$ cat config.mk
export PLATFORM = sky130hd
export DESIGN_NAME = rx_fifo_flowctl
export DESIGN_NICKNAME = d
export VERILOG_FILES = /design/src/rtl/rxq_pkg.sv /design/src/rtl/rxq_store.sv /design/src/rtl/rxq_thresh.sv /design/src/rtl/txq_gate.sv /design/src/rtl/rx_fifo_flowctl.sv
export SDC_FILE = /design/constraint.sdc
export NUM_CORES = 1
export LEC_CHECK = 0
export ABC_AREA = 1
export BUFFER_PORTS_ARGS = -buffer_cell sky130_fd_sc_hd__buf_4
export CORE_MARGIN = 1.5
export CORE_UTILIZATION = 25
export DETAILED_ROUTE_END_ITERATION = 10
export REMOVE_ABC_BUFFERS = 1
export SLEW_MARGIN = 20
export SYNTH_ARGS = -nofsm -noshare
export SYNTH_HDL_FRONTEND = slang
export SYNTH_HIERARCHICAL = 1
export SYNTH_SLANG_ARGS = --single-unit
$ cat constraint.sdc
create_clock -name clk -period 6.94 [get_ports clk]
set_input_delay 1.041 -clock clk [delete_from_list [all_inputs] [get_ports clk]]
set_output_delay 1.041 -clock clk [all_outputs]
set_load 0.01 [all_outputs]
$ cat src/rtl/rxq_pkg.sv
// Shared types and helpers for the receive FIFO with flow control.
// Assumes: trigger levels are passed in as parameters by the user.
package rxq_pkg;

    // How the request-to-send output is driven.
    typedef enum logic [1:0] {
        RTS_HELD_OFF = 2'd0,
        RTS_HELD_ON  = 2'd1,
        RTS_AUTO     = 2'd2
    } rts_mode_e;

    // Map the two-bit threshold select to an entry count.
    function automatic int unsigned trig_pick(
        input logic [1:0]  sel,
        input int unsigned l0,
        input int unsigned l1,
        input int unsigned l2,
        input int unsigned l3
    );
        case (sel)
            2'b00:   return l0;
            2'b01:   return l1;
            2'b10:   return l2;
            default: return l3;
        endcase
    endfunction

endpackage

$ cat src/rtl/rxq_store.sv
// Entry store: a circular buffer of DEPTH entries with first-word-fall-through
// read, a fill counter, and a sticky overrun flag.
// Assumes: flush has priority over everything; in single mode the capacity is 1.
module rxq_store #(
    parameter int DEPTH  = 64,
    parameter int DATA_W = 8,
    parameter int ERR_W  = 3,
    localparam int AW    = $clog2(DEPTH),
    localparam int CW    = AW + 1,
    localparam int ENT_W = DATA_W + ERR_W
) (
    input  logic              clk,
    input  logic              rst_n,
    input  logic              flush,
    input  logic              single,
    input  logic              wr_en,
    input  logic [DATA_W-1:0] wr_data,
    input  logic [ERR_W-1:0]  wr_err,
    input  logic              rd_en,
    output logic [DATA_W-1:0] rd_data,
    output logic [ERR_W-1:0]  rd_err,
    output logic [CW-1:0]     fill,
    output logic              overrun
);

    logic [ENT_W-1:0] mem [DEPTH];
    logic [AW-1:0]    wr_ptr, rd_ptr;
    logic [CW-1:0]    fill_q;
    logic [CW-1:0]    cap;
    logic             full, empty, rd_ok, wr_ok, ovr_q;

    // Capacity and acceptance of this cycle's read and write.
    always_comb begin
        cap   = single ? CW'(1) : CW'(DEPTH);
        full  = (fill_q >= cap);
        empty = (fill_q == '0);
        rd_ok = rd_en && !empty && !flush;
        wr_ok = wr_en && !flush && (!full || rd_ok);
    end

    // Write the incoming entry into the slot at the write pointer.
    always_ff @(posedge clk) begin
        if (wr_ok) mem[wr_ptr] <= {wr_err, wr_data};
    end

    // Advance the write pointer with wrap.
    always_ff @(posedge clk) begin
        if (!rst_n || flush)  wr_ptr <= '0;
        else if (wr_ok)       wr_ptr <= (wr_ptr == AW'(DEPTH - 1)) ? '0 : wr_ptr + 1'b1;
    end

    // Advance the read pointer with wrap.
    always_ff @(posedge clk) begin
        if (!rst_n || flush)  rd_ptr <= '0;
        else if (rd_ok)       rd_ptr <= (rd_ptr == AW'(DEPTH - 1)) ? '0 : rd_ptr + 1'b1;
    end

    // Track the number of stored entries.
    always_ff @(posedge clk) begin
        if (!rst_n || flush)        fill_q <= '0;
        else if (wr_ok && !rd_ok)   fill_q <= fill_q + 1'b1;
        else if (rd_ok && !wr_ok)   fill_q <= fill_q - 1'b1;
    end

    // Latch a dropped write until the store is flushed.
    always_ff @(posedge clk) begin
        if (!rst_n || flush)                 ovr_q <= 1'b0;
        else if (wr_en && full && !rd_ok)    ovr_q <= 1'b1;
    end

    assign {rd_err, rd_data} = mem[rd_ptr];
    assign fill    = fill_q;
    assign overrun = ovr_q;

    assert_no_overflow_R3: assert property (@(posedge clk) disable iff (!rst_n)
        fill_q <= CW'(DEPTH));

    assert_overrun_sticky_R3: assert property (@(posedge clk) disable iff (!rst_n)
        (overrun && !flush) |=> overrun);

    assert_flush_empties_R9: assert property (@(posedge clk) disable iff (!rst_n)
        flush |=> (fill == '0 && !overrun));

    assert_single_cap_R5: assert property (@(posedge clk) disable iff (!rst_n)
        (single && !flush) |=> (single |-> fill <= CW'(1)));

endmodule

$ cat src/rtl/rxq_thresh.sv
// Threshold logic: picks the active level, raises data-available, and drives
// request-to-send according to the selected flow mode.
// Assumes: fill is a registered count; outputs are combinational from it.
module rxq_thresh
    import rxq_pkg::*;
#(
    parameter int DEPTH   = 64,
    parameter int TRIG_L0 = 1,
    parameter int TRIG_L1 = 16,
    parameter int TRIG_L2 = 32,
    parameter int TRIG_L3 = 56,
    localparam int CW     = $clog2(DEPTH) + 1
) (
    input  logic          clk,
    input  logic          rst_n,
    input  logic [CW-1:0] fill,
    input  logic [1:0]    trig_sel,
    input  logic          fifo_on,
    input  logic          rts_en,
    input  logic          auto_flow_en,
    output logic          data_avail,
    output logic          rts_n,
    output logic          flow_on
);

    logic [CW-1:0] level;
    rts_mode_e     mode;

    // Active threshold: selected level in FIFO mode, one entry otherwise.
    always_comb begin
        level = fifo_on ? CW'(trig_pick(trig_sel, TRIG_L0, TRIG_L1, TRIG_L2, TRIG_L3))
                        : CW'(1);
        data_avail = (fill >= level);
    end

    // Decode the request-to-send mode and drive the pin.
    always_comb begin
        if (!rts_en)           mode = RTS_HELD_OFF;
        else if (auto_flow_en) mode = RTS_AUTO;
        else                   mode = RTS_HELD_ON;
        case (mode)
            RTS_HELD_ON: rts_n = 1'b0;
            RTS_AUTO:    rts_n = data_avail;
            default:     rts_n = 1'b1;
        endcase
        flow_on = (mode == RTS_AUTO);
    end

    assert_level_range_R4: assert property (@(posedge clk) disable iff (!rst_n)
        (level >= CW'(1)) && (level <= CW'(DEPTH)));

    assert_rts_rise_on_fill_R6: assert property (@(posedge clk) disable iff (!rst_n)
        (flow_on && $past(flow_on) && $stable(trig_sel) && $stable(fifo_on) && $rose(rts_n))
        |-> (fill > $past(fill)));

endmodule

$ cat src/rtl/txq_gate.sv
// Transmit gate: synchronizes clear-to-send and grants the next character start
// only at character boundaries.
// Assumes: tx_idle is high between characters; cts_n may be asynchronous.
module txq_gate #(
    parameter int SYNC_STAGES = 2
) (
    input  logic clk,
    input  logic rst_n,
    input  logic cts_n,
    input  logic flow_on,
    input  logic tx_idle,
    output logic tx_allowed
);

    logic [SYNC_STAGES-1:0] sync_q;
    logic                   allow_q;

    generate
        if (SYNC_STAGES == 1) begin : g_one
            // Single-stage capture of the remote signal.
            always_ff @(posedge clk) begin
                if (!rst_n) sync_q <= '0;
                else        sync_q <= cts_n;
            end
        end else begin : g_chain
            // Multi-stage synchronizer chain for the remote signal.
            always_ff @(posedge clk) begin
                if (!rst_n) sync_q <= '0;
                else        sync_q <= {sync_q[SYNC_STAGES-2:0], cts_n};
            end
        end
    endgenerate

    // Update the start grant only between characters.
    always_ff @(posedge clk) begin
        if (!rst_n)       allow_q <= 1'b1;
        else if (tx_idle) allow_q <= !(flow_on && sync_q[SYNC_STAGES-1]);
    end

    assign tx_allowed = allow_q;

    assert_hold_midchar_R8: assert property (@(posedge clk) disable iff (!rst_n)
        !tx_idle |=> $stable(tx_allowed));

    assert_flow_off_free_R7: assert property (@(posedge clk) disable iff (!rst_n)
        (!flow_on && tx_idle) |=> tx_allowed);

endmodule

$ cat src/rtl/rx_fifo_flowctl.sv
// Top: receive FIFO with threshold-driven RTS and CTS-gated transmit start.
// Assumes: a change of fifo_en empties the store, as does fifo_clr.
module rx_fifo_flowctl #(
    parameter int DEPTH       = 64,
    parameter int DATA_W      = 8,
    parameter int ERR_W       = 3,
    parameter int TRIG_L0     = 1,
    parameter int TRIG_L1     = 16,
    parameter int TRIG_L2     = 32,
    parameter int TRIG_L3     = 56,
    parameter int SYNC_STAGES = 2,
    localparam int CW         = $clog2(DEPTH) + 1
) (
    input  logic              clk,
    input  logic              rst_n,
    input  logic              rx_wr_en,
    input  logic [DATA_W-1:0] rx_wr_data,
    input  logic [ERR_W-1:0]  rx_wr_err,
    input  logic              cpu_rd_en,
    output logic [DATA_W-1:0] cpu_rd_data,
    output logic [ERR_W-1:0]  cpu_rd_err,
    output logic [CW-1:0]     rx_fill,
    output logic              rx_empty,
    output logic              rx_overrun,
    output logic              rx_data_avail,
    input  logic              fifo_en,
    input  logic              fifo_clr,
    input  logic [1:0]        trig_sel,
    input  logic              rts_en,
    input  logic              auto_flow_en,
    input  logic              cts_n,
    input  logic              tx_idle,
    output logic              rts_n,
    output logic              tx_allowed
);

    logic en_q, flush, flow_on;

    // Remember the previous FIFO mode to detect a change.
    always_ff @(posedge clk) begin
        if (!rst_n) en_q <= 1'b0;
        else        en_q <= fifo_en;
    end

    assign flush    = fifo_clr || (fifo_en != en_q);
    assign rx_empty = (rx_fill == '0);

    rxq_store #(.DEPTH(DEPTH), .DATA_W(DATA_W), .ERR_W(ERR_W)) u_store (
        .clk     (clk),
        .rst_n   (rst_n),
        .flush   (flush),
        .single  (!fifo_en),
        .wr_en   (rx_wr_en),
        .wr_data (rx_wr_data),
        .wr_err  (rx_wr_err),
        .rd_en   (cpu_rd_en),
        .rd_data (cpu_rd_data),
        .rd_err  (cpu_rd_err),
        .fill    (rx_fill),
        .overrun (rx_overrun)
    );

    rxq_thresh #(.DEPTH(DEPTH), .TRIG_L0(TRIG_L0), .TRIG_L1(TRIG_L1),
                 .TRIG_L2(TRIG_L2), .TRIG_L3(TRIG_L3)) u_thresh (
        .clk          (clk),
        .rst_n        (rst_n),
        .fill         (rx_fill),
        .trig_sel     (trig_sel),
        .fifo_on      (fifo_en),
        .rts_en       (rts_en),
        .auto_flow_en (auto_flow_en),
        .data_avail   (rx_data_avail),
        .rts_n        (rts_n),
        .flow_on      (flow_on)
    );

    txq_gate #(.SYNC_STAGES(SYNC_STAGES)) u_gate (
        .clk        (clk),
        .rst_n      (rst_n),
        .cts_n      (cts_n),
        .flow_on    (flow_on),
        .tx_idle    (tx_idle),
        .tx_allowed (tx_allowed)
    );

endmodule

* Word level (Yosys, flattened, before mapping)
Memory sizes are Yosys's and may differ from the RTL's. A register that Yosys moved wholly into a read port is not among the register bits. Index checks and enable logic that the tools add are counted. Widths: inputs -> output; s select.
Storage, ports and cells: input port bits 23, output and inout port bits 23, memory bits (writable) 704, bits in registers 24, memories kept 1, logic and storage cells 57
Cells by class: magnitude comparators 2, add/sub/neg operators 4, reductions and logical operators 22, multiplexer cells 14, equality and inequality tests 7
Memories:
- u_store.mem | words 64, bits a word 11, read ports 1, clocked after memory_dff 1, wr ports 1, RTL line rxq_store.sv:26 | logic [ENT_W-1:0] mem [DEPTH];
Operators with widths (number):
- $mux 6 | 5
- $mux 7 | 3
- $pmux 6 s3 | 1
- $ge 7x7->1 | 2
- $add 6x1->6 const B | 2
- $eq 6x6->1 const B | 2
- $logic_and 1x1->1 | 9
- $add 7x1->7 const B | 1
- $logic_not 1->1 | 7
- $logic_not 7->1 | 1
- $sub 7x1->7 const B | 1
- $eq 2x1->1 const B | 2
- $eq 2x2->1 const B | 2
- $mux 2 | 2
- $logic_or 1x1->1 | 3
- $logic_not 2->1 | 1
- $mux 1 | 2
- $pmux 1 s2 | 1
- $reduce_bool 2->1 | 1
- $ne 1x1->1 | 1

* Depth between registers and ports, before layout
depth after elaboration 10, depth in mapped cells 20, gate-level depth less buffers 20

* Cells and area by module
The synthesis kept the hierarchy.
Modules (own cells, without submodules):
- rxq_store | seq. area each 21660.8 um^2, cells an instance 2618, area an instance 30038.8 um^2, times used 1
- rxq_thresh | seq. area each 0.0 um^2, cells an instance 29, area an instance 146.4 um^2, times used 1
- txq_gate | seq. area each 60.1 um^2, cells an instance 12, area an instance 95.1 um^2, times used 1
- rx_fifo_flowctl | seq. area each 20.0 um^2, cells an instance 15, area an instance 76.3 um^2, times used 1

* Worst setup path before layout
OpenSTA, ideal clock, no wires.
path kind input to register, start point input fifo_en, end point register u_store.fill_q[6], in the netlist u_store/fill[6], arrival 3.244 ns, stages on the path 20, path buffers 0, slack 3.564 ns, setup time 0.132 ns, required time 6.808 ns, cells stage by stage inv_1 ha_1 inv_1 nand3_1 o21ai_0 nand2_1 nand2_4 nand2_8 inv_1 ha_1 inv_1 ha_1 a21oi_1 nand2_1 nand3_1 nand2_1 nand2_1 nand2_1 nand2_1 a21oi_1
On the way: longest elaborated chain between the ends 9, elaborated cells on any way between the ends 17, classes of those cells order compare: 1; eq/ne: 1; mux: 2; reduce/logical: 13
RTL lines:
- from (decl) | RTL line rx_fifo_flowctl.sv:26 | input logic fifo_en,
- parallel branches: the longest is 5 deep, another holds $ge 7x7->1
- $logic_and 1x1->1 (*) | RTL line rxq_store.sv:38 | wr_ok = wr_en && !flush && (!full || rd_ok);
- via u_store.wr_ok | RTL line rxq_store.sv:30 | logic full, empty, rd_ok, wr_ok, ovr_q;
- $logic_not 1->1 | RTL line rxq_store.sv:62 | else if (rd_ok && !wr_ok) fill_q <= fill_q - 1'b1;
- $logic_and 1x1->1 | RTL line rxq_store.sv:62
- $reduce_bool 2->1 (no source line)
- to (signal assigned) | RTL line rxq_store.sv:61 | else if (wr_ok && !rd_ok) fill_q <= fill_q + 1'b1;
- to (signal assigned) | RTL line rxq_store.sv:62
- to (decl) | RTL line rxq_store.sv:28 | logic [CW-1:0] fill_q;
Mark *: on every way through the listed nets, which the timed path passes. A chain may end at the register's enable or synchronous reset.

==> reports/qor.csv <==
metric,value,unit
status,"finished, final reports clean",
largest net degree at the start of global routing,143,
DR iter-0 viols,1882,
I/O Buffers,45,
Post-CTS Setup Inserts,0,
layout cells sized above 1,8.48,%
Die Y,351,um
hold path depth,2,
CP peak stage delay,0.67,ns
synthesized area per cell,11.4,um^2
core footprint,0.120,mm^2
number of flops mapped to enable cells by yosys,704,
first-pass GRT wire length,119000,um
num ports,46,
max cap viols,0,
worst rel slew slack,26.4,%
Final nets,2719,
Yosys top cell area share,69.6,%
CP max-delay cell,inv_8,
DR vias/cell,4.60,
final setup margin,2.07,ns
Synth Cell Area,0.0304,mm^2
post-route ant nets,0,
Worst R2R End,u_store/mem[3][5],
vias in the first global route,18900,
clock slew at reported path FFs,0.05,ns
CP Cell Sequence,inv_8 -> buf_12 -> nand2_1 -> nand3_1 -> nand3_1 -> nand2_1 -> nand2_1 -> nand3_1 -> nand3_1 -> nand2_1 -> buf_4,
RD Place Congestion,0.784,
DRT met1 WL,34800,um
RSZ-0062 raised after global routing,false,
design area,0.0348,mm^2
fraction of registers with async set or reset after synthesis,0,%
WL/cell,18.0,um
register bit total from synthesis,734,
Root Buffer Master,clkbuf_16,
highest routed layer,met5,
FMAX,205,MHz
Die X,351,um
WL met2,35600,um
Initial Util,25.3,%
synth warn,6,
synth top area cells,"edfxtp_1, nand2_1, nand3_1",
area of the die,0.124,mm^2
min-delay src,u_gate/sync_q[0],
PostCTS Resize Cnt,0,
worst slew pin tran,1.10,ns
"Seq/Total Area, Yosys",71.6,%
CP required,5.90,ns
PwrDens,261,mW/mm^2
commonest cells in the netlist,"nand2_1, edfxtp_1, nand3_1, nor2_1, buf_2",
final hold vios,0,
H-tree levels,3,
worst hold margin,0.415,ns
endpoints failing setup,0,
nature of the critical path endpoint,primary output,
most common cell in the netlist,nand2_1,
GRT Total Usage,12.6,%
Yosys top cell by area,edfxtp_1,
WP data arrival,3.83,ns
DR vias,20000,
"Slew Viols, Final",0,
Post-Synthesis Cells,2674,
Setup WS pre-CTS,2.72,ns
Final Cycle Share,70.2,%
"Top FF cell, synth",edfxtp_1,
"Clk Latency, worst-skew pair",0.63,ns
Detail Route met3 WL,5950,um
VDD IR-drop max,0.154,mV
n_diodes,0,
CP Class,reg -> out,
drt drc,0,
crit start category,flip-flop,
CP Max Fanout,142,
Worst R2R Start,u_store/fill[0],
Period minus WS final,4.87,ns
CTS sink count,734,
skew final,0.0256,ns
CTS tree,done,
drt pass-1 iters,5,
area delta synth->final,14.5,%
Site Rows,127,
"Distinct cells, synth",32,
r2r worst-path depth,11,
type of the worst min-delay path,reg -> reg,
hpwl dp,42900,um
TritonCTS buffer count,78,
cts hold-fix bufs,0,
Area after DPL,0.0323,mm^2
R2R Setup Slk,3.42,ns
Overflow after GRT,0,
initial antenna violation count,4,
Hold EP,u_gate/sync_q[1],
Post-Route WL,78400,um
Max Buffers Root-to-Sink,3,
LEAKAGE,12.2,nW
-- flip-flops by register name (all words and copies together) (netlist names), named ones only --
signal and cells:
en_q 1, u_gate/sync_q 2, u_gate/tx_allowed 1, u_store/fill 7, u_store/mem 704, u_store/overrun 1
u_store/rd_ptr 6, u_store/wr_ptr 6
-- where the power goes --
| part | internal (mW) | leakage (nW) | switching, mW |
|---|---|---|---|
| Combinational | 0.0339 | 4.38 | 0.125 |
| Sequential | 4.85 | 6.57 | 0.00355 |
| Clock | 2.33 | 1.21 | 1.73 |
| Total | 7.21 | 12.2 | 1.86 |
-- worst max-delay path, delay by kind of cell, from the launching register on --
| family | cells | cell delay [ns] |
|---|---|---|
| AND/OR/NAND/NOR | 8 | 1.03 |
| buffers and inverters | 3 | 1.33 |
| flip-flops | 1 | 0.57 |
-- logic make-up after synthesis --
| group | count (synthesis) | share of synthesized area (%) |
|---|---|---|
| buffers and inverters | 203 | 3.15 |
| and+or+nand+nor | 1681 | 23.8 |
| adders and majority gates | 16 | 0.684 |
| xor gates and xnor gates | 9 | 0.260 |
| DFF | 734 | 71.6 |
| AOI/OAI and AO/OA | 31 | 0.532 |
-- per-layer routing --
layer | track usage, % | up-vias
met5 | 0 | -
met1 | 17.7 | 9816
met4 | 3.73 | 8
li1 | - | 9311
met2 | 19.6 | 724
met3 | 2.39 | 130
-- how the worst max path moves through the flow --
| stage | endpoint | slack (ns) | cells after the start |
|---|---|---|---|
| after global placement | u_store/mem[51][3] | 2.69 | 12 |
| after floorplan | cpu_rd_data[2] | -7.49 | 9 |
| after detailed placement | u_store/mem[3][10] | 2.72 | 12 |
| after CTS | cpu_rd_data[3] | 2.05 | 11 |
| after global routing | cpu_rd_data[1] | 1.87 | 11 |
| final | cpu_rd_data[7] | 2.07 | 11 |
-- layout make-up --
cell class	count	area (um^2)
inverters	50	201
clock inverters	42	432
fillers	12200	85400
repair buffers	79	622
well taps	1612	2020
clock buffers	94	2030
flip-flops and latches	734	21800
multi-input cells	1737	7710
-- placed cells by master (no fill, tap or decap), drive strengths merged --
master      n
a21oi      17
a31oi       1
buf        79
bufinv      6
clkbuf     94
clkinv     33
clkinvlp    2
dfxtp      30
edfxtp    704
fa          1
ha         15
inv        51
nand2     959
nand3     615
nand3b      2
nand4       4
nor2       98
nor3        2
o211ai      1
o21a        1
o21ai      11
or2         1
xnor2       5
xor2        4
-- metrics by stage --
stage               utilization [%]  setup TNS, ns  instances  power, mW
floorplan                         -         -82.31       2521       5.00
detailed placement             26.9              0       4212       5.11
global route                   28.9              0       4348       9.33
finish                         28.9              0       4348       9.07
global placement               26.8              0       4212       5.11
CTS                            28.9              0       4348       9.16
Note: power is estimated with default switching activity, not from simulation.
